`src/rtl/scan_timer_pkg.sv`:
```
`timescale 1ns/1ps
package scan_timer_pkg;
    typedef logic [3:0] bcd_t;
    localparam bcd_t BCD_MAX = 4'd9;
endpackage

```
`src/rtl/bcd_counter.sv`:
```
`timescale 1ns/1ps
module bcd_counter #(
    parameter int unsigned NUM_DIGITS = 6
) (
    input  logic                        clk,
    input  logic                        rst_n,
    output logic [NUM_DIGITS-1:0][3:0]  count_o
);
    import scan_timer_pkg::*;

    typedef struct packed {
        logic [NUM_DIGITS-1:0][3:0] digits;
    } cnt_state_t;

    cnt_state_t st_d, st_q;
    logic [NUM_DIGITS-1:0] at_nine;
    logic [NUM_DIGITS-1:0] step_en;

    // a digit steps when every lower digit is at nine
    for (genvar i = 0; i < NUM_DIGITS; i++) begin : g_carry
        assign at_nine[i] = (st_q.digits[i] == BCD_MAX);
        if (i == 0) begin : g_lsd
            assign step_en[i] = 1'b1;
        end else begin : g_upper
            assign step_en[i] = &at_nine[i-1:0];
        end
    end

    always_comb begin
        st_d = st_q;
        for (int i = 0; i < NUM_DIGITS; i++) begin
            if (step_en[i]) begin
                st_d.digits[i] = at_nine[i] ? 4'd0 : st_q.digits[i] + 4'd1;
            end
        end
    end

    always_ff @(posedge clk or negedge rst_n) begin
        if (!rst_n) st_q <= '0;
        else        st_q <= st_d;
    end

    assign count_o = st_q.digits;
endmodule

```
`src/rtl/digit_scanner.sv`:
```
`timescale 1ns/1ps
module digit_scanner #(
    parameter int unsigned NUM_DIGITS = 6,
    parameter int unsigned SCAN_DIV   = 50,
    parameter int unsigned STB_HIGH   = 25
) (
    input  logic                  clk,
    input  logic                  rst_n,
    input  logic                  set_i,
    output logic [NUM_DIGITS-1:0] stb_o
);
    localparam int unsigned PTR_W = (NUM_DIGITS > 1) ? $clog2(NUM_DIGITS) : 1;
    localparam int unsigned DIV_W = (SCAN_DIV > 1) ? $clog2(SCAN_DIV) : 1;
    localparam logic [PTR_W-1:0] PTR_TOP  = PTR_W'(NUM_DIGITS - 1);
    localparam logic [DIV_W-1:0] DIV_LAST = DIV_W'(SCAN_DIV - 1);
    localparam logic [DIV_W-1:0] HIGH_LIM = DIV_W'(STB_HIGH);

    typedef struct packed {
        logic [PTR_W-1:0]      ptr;
        logic [DIV_W-1:0]      div;
        logic [NUM_DIGITS-1:0] stb;
    } scan_state_t;

    scan_state_t st_d, st_q;
    logic [NUM_DIGITS-1:0] hit;

    // position decode of the next pointer
    for (genvar i = 0; i < NUM_DIGITS; i++) begin : g_dec
        assign hit[i] = (st_d.ptr == PTR_W'(i));
    end

    always_comb begin
        st_d = st_q;
        if (set_i) begin
            st_d.ptr = PTR_TOP;
            st_d.div = '0;
        end else if (st_q.div == DIV_LAST) begin
            st_d.div = '0;
            st_d.ptr = (st_q.ptr == '0) ? PTR_TOP : st_q.ptr - 1'b1;
        end else begin
            st_d.div = st_q.div + 1'b1;
        end
        st_d.stb = (st_d.div < HIGH_LIM) ? hit : '0;
    end

    // reset parks at the end of the lowest slot so edge 1 opens the top digit
    always_ff @(posedge clk or negedge rst_n) begin
        if (!rst_n) begin
            st_q.ptr <= '0;
            st_q.div <= DIV_LAST;
            st_q.stb <= '0;
        end else begin
            st_q <= st_d;
        end
    end

    assign stb_o = st_q.stb;
endmodule

```
`src/rtl/compare_register.sv`:
```
`timescale 1ns/1ps
module compare_register #(
    parameter int unsigned NUM_DIGITS = 6
) (
    input  logic                        clk,
    input  logic                        rst_n,
    input  logic [NUM_DIGITS-1:0]       sel_i,
    input  logic                        load_i,
    input  logic [3:0]                  data_i,
    input  logic [NUM_DIGITS-1:0][3:0]  count_i,
    output logic                        match_o
);
    import scan_timer_pkg::*;

    typedef struct packed {
        logic [NUM_DIGITS-1:0][3:0] target;
        logic                       match;
    } cmp_state_t;

    cmp_state_t st_d, st_q;
    logic [NUM_DIGITS-1:0] digit_eq;
    logic                  data_ok;

    assign data_ok = (data_i <= BCD_MAX);

    for (genvar i = 0; i < NUM_DIGITS; i++) begin : g_eq
        assign digit_eq[i] = (count_i[i] == st_q.target[i]);
    end

    always_comb begin
        st_d = st_q;
        for (int i = 0; i < NUM_DIGITS; i++) begin
            if (load_i && sel_i[i] && data_ok) begin
                st_d.target[i] = data_i;
            end
        end
        st_d.match = &digit_eq;
    end

    always_ff @(posedge clk or negedge rst_n) begin
        if (!rst_n) st_q <= '0;
        else        st_q <= st_d;
    end

    assign match_o = st_q.match;
endmodule

```
`src/rtl/scan_match_timer.sv`:
```
`timescale 1ns/1ps
module scan_match_timer #(
    parameter int unsigned NUM_DIGITS = 6,
    parameter int unsigned SCAN_DIV   = 50,
    parameter int unsigned STB_HIGH   = 25
) (
    input  logic                  clk,
    input  logic                  rst_n,
    input  logic                  scan_set,
    input  logic                  load_stb,
    input  logic [3:0]            load_data,
    output logic [NUM_DIGITS-1:0] digit_stb,
    output logic                  any_stb,
    output logic                  match_pulse
);
    logic [NUM_DIGITS-1:0][3:0] count;

    bcd_counter #(.NUM_DIGITS(NUM_DIGITS)) u_counter (
        .clk     (clk),
        .rst_n   (rst_n),
        .count_o (count)
    );

    digit_scanner #(
        .NUM_DIGITS (NUM_DIGITS),
        .SCAN_DIV   (SCAN_DIV),
        .STB_HIGH   (STB_HIGH)
    ) u_scanner (
        .clk   (clk),
        .rst_n (rst_n),
        .set_i (scan_set),
        .stb_o (digit_stb)
    );

    compare_register #(.NUM_DIGITS(NUM_DIGITS)) u_compare (
        .clk     (clk),
        .rst_n   (rst_n),
        .sel_i   (digit_stb),
        .load_i  (load_stb),
        .data_i  (load_data),
        .count_i (count),
        .match_o (match_pulse)
    );

    assign any_stb = |digit_stb;
endmodule

```
`config.mk`:
```
export PLATFORM = sky130hd
export DESIGN_NAME = scan_match_timer
export DESIGN_NICKNAME = d
export VERILOG_FILES = /design/src/rtl/scan_timer_pkg.sv /design/src/rtl/bcd_counter.sv /design/src/rtl/digit_scanner.sv /design/src/rtl/compare_register.sv /design/src/rtl/scan_match_timer.sv
export SDC_FILE = /design/constraint.sdc
export NUM_CORES = 1
export LEC_CHECK = 0
export ABC_AREA = 1
export ABC_CLOCK_PERIOD_IN_PS = 1600
export BUFFER_PORTS_ARGS = -buffer_cell sky130_fd_sc_hd__buf_2
export CORE_MARGIN = 3
export CORE_UTILIZATION = 61
export DETAILED_ROUTE_END_ITERATION = 8
export PLACE_DENSITY = 0.82
export SYNTH_ARGS = -nofsm -noshare
export SYNTH_HDL_FRONTEND = slang
export SYNTH_SLANG_ARGS = --single-unit
export TNS_END_PERCENT = 5
```
`constraint.sdc`:
```
create_clock -name clk -period 1.6 [get_ports clk]
set_input_delay 0.08 -clock clk [delete_from_list [all_inputs] [get_ports clk]]
set_output_delay 0.08 -clock clk [all_outputs]
set_load 0.05 [all_outputs]
```
==> impl_metrics.ini <==
[placed_design]
routabilityCongestion = 0.926
post-place-ws_ps = -60.9
io_buffers = 15
dpl_cell_area_um2 = 3400
placed_cells = 456
hpwl_um = 4490

[critical_path]
cp_cell_sequence = ha_4, nand2_4, nor2_4, nand2_4, nand2_4, nand2_2, nor2_4, nand3_1, nor2_1
cp_top_family = simple AND/OR/NAND/NOR gates
reg2reg_slack_ps = -70
critPathSlowestCell = dfstp_2
cpMostUsedCell = nand2_4
start_kind = flip-flop
cpPeakStageDelay_ps = 570
r2r-start = u_scanner.st_q[6]
cp.buffers_inverters = 0
cp-end-kind = flip-flop
crit_start = u_scanner.st_q[6]
worstPathArrival_ps = 1940
critPathMaxFanout = 6
worstSetupPathType = reg2reg
required_ps = 1870

[timing]
rsz0062_at_grt = true
finClkSkew_ps = 12.0
max_freq_mhz = 597
setup_viol = 4
slew_headroom_pct = 64.6
report.final.slew_viol_count = 0
post-route-period-util_pct = 105
setup_tns_ps = -152
worst_slew_pin_slew_ps = 531
timing.final.ws_setup_ps = -73.7
hold_viol_final = 0
fin_crit_ps = 1670

[job]
maxCapViolations = 0

[finish]
fin_cells = 476
syn2layout_area_growth_pct = 16.4
final_area_um2 = 3780
diodes = 0
drive_above_1_share_pct = 22.0
nNetsFinal = 415

[outcome]
violations = negative setup slack
status = finished, violations left

[drt]
vias = 2590
drt_iter0_markers = 172
avgRoutedWirePerCell_um = 14.7
drt_pre_antenna_iters = 5
wirelength_um = 7010
final_antenna_net_count = 0
via_per_inst = 5.44
drc = 0

[synthesis]
synth_cells = 376
synthTopCellsByArea = dfrtp_1, nand2_1, xor2_1
synth_ff_type = dfrtp_1
synth.distinct_cells = 31
synth.top_cells.by_count = nand2_1, dfrtp_1, nor2_1, inv_1, o21ai_0
syn_area_um2 = 3250
avgSynthCellArea_um2 = 8.64
syn_nets = 387
yosysSeqAreaShare_pct = 49.4
synth_top_area_share_pct = 47.0
yosys.area.top_type = dfrtp_1
ys_ff_latch = 64
synth-edff-count = 0
post-synth-top-count-cell = nand2_1
async_flop_share_pct = 100
yosys_warnings = 0

[die]
dieArea_um2 = 6240
ios = 16
coreArea_um2 = 4940
die_w_um = 79.0
die_h_um = 79.0
num_rows = 25
start_util_pct = 65.7

[global_routing]
grt_pass1_wl_um = 11000
grtUsageTotal_pct = 23.0
antenna_found_initial = 0
met1_usage_pct = 29.3
globalRoute.busiestLayer = met2
use_met3_pct = 7.48
grt_max_degree = 30
grtUsageMet2_pct = 37.2
overflow = 0
grt_pass1_vias = 2400

[clocking]
root_buffer = clkbuf_8
path_clk_slew_ps = 70
cts_tree = done
clockBufferDepth = 2
numCtsBuffers = 9
htreeDepth = 3
cts_sinks = 64
worst_skew_pair.late_latency_ps = 340

[min_path]
hold_path_class = in2reg
min_from = load_data[0]

[power_and_ir_drop]
ir_drop_uv = 646
leakagePower_nw = 1.89
powerDensity_nw_per_um2 = 853
[worst min-delay path: cells and delay by family]
kind / cells / cell delay (ps)
AO/OA/AOI/OAI: 1 / 170
buffers and inverters: 2 / 170
[through the flow]
stage | power, mW | hold WS (ps) | utilization [%]
detailed placement | 1.83 | 78.0 | 68.9
floorplan | 1.75 | -216 | -
global placement | 1.82 | 75.1 | 68.9
finish | 3.23 | 124 | 76.5
global route | 3.35 | 131 | 76.5
CTS | 3.22 | 117 | 73.9
[metal layers]
layer	share of wire (%)	wire, µm
met3	6.3	439
met4	2.1	144
met2	50	3480
met5	0	0
met1	42	2950
[where the power goes]
part	internal (mW)	switching, mW	total (mW)	leakage (nW)
sequential	1.64	0.0204	1.66	0.844
combinational	0.0587	0.106	0.165	0.939
clock	0.801	0.598	1.40	0.103
[state kept, by name, summed over array words and instances, names as in the netlist]
name               cells
u_compare.st_q        24
u_counter.count_o     24
u_scanner.st_q         9
u_scanner.stb_o        6
u_compare.match_o      1
[final cells by class]
| type | instances | area, µm² |
|---|---|---|
| Tap cell | 67 | 83.8 |
| Timing Repair Buffer | 23 | 153 |
| Clock inverter | 3 | 40.0 |
| Clock buffer | 13 | 159 |
| Inverter | 42 | 160 |
| Multi-Input combinational cell | 264 | 1580 |
| Sequential cell | 64 | 1610 |
| Fill cell | 352 | 1160 |
[path summary, 6_finish.rpt]
kind                                 endpoint  cells past startpoint
setup / recovery           u_scanner.stb_o[0]                      9
hold / removal             u_compare.st_q[17]                      3
setup reg to reg           u_scanner.stb_o[0]                      9
hold reg to reg            u_compare.st_q[11]                      2
max in group asynchronous   u_scanner.st_q[6]                      3
min in group asynchronous  u_scanner.stb_o[2]                      2
[cells in the final DEF, fill, tap and decap left out, drive strengths merged]
| cell type | count |
|---|---|
| o21a | 1 |
| clkbuf | 13 |
| bufinv | 1 |
| ha | 3 |
| o21ai | 37 |
| clkinv | 2 |
| inv | 42 |
| nand2 | 84 |
| or2 | 2 |
| a31oi | 1 |
| nor3 | 7 |
| xnor2 | 9 |
| nand3 | 31 |
| nand4 | 4 |
| buf | 21 |
| dfstp | 3 |
| a21oi | 5 |
| o31ai | 1 |
| nor4 | 1 |
| nand3b | 4 |
| dlygate4sd3 | 2 |
| nor2 | 48 |
| xor2 | 26 |
| dfrtp | 61 |
[timing repair]
action | CTS | global route
resized for setup | 5 | 35
pin swaps | 1 | 9
endpoints found under the hold margin | 20 | 0
setup endpoints to repair | 6 | 7
setup buffers | 1 | 1
hold buffers | 2 | 0
[cells by family (layout without fill, tap and decap cells)]
group	Yosys count	count (layout)	synth area share [%]
XOR/XNOR	35	35	9.44
buffers and inverters	48	81	6.24
adder cells (fa/ha/maj)	3	3	1.16
AO/OA/AOI/OAI	45	45	7.13
AND/OR/NAND/NOR	181	181	26.6
flip-flops	64	64	49.4
Note: power is estimated with default switching activity, not from simulation.
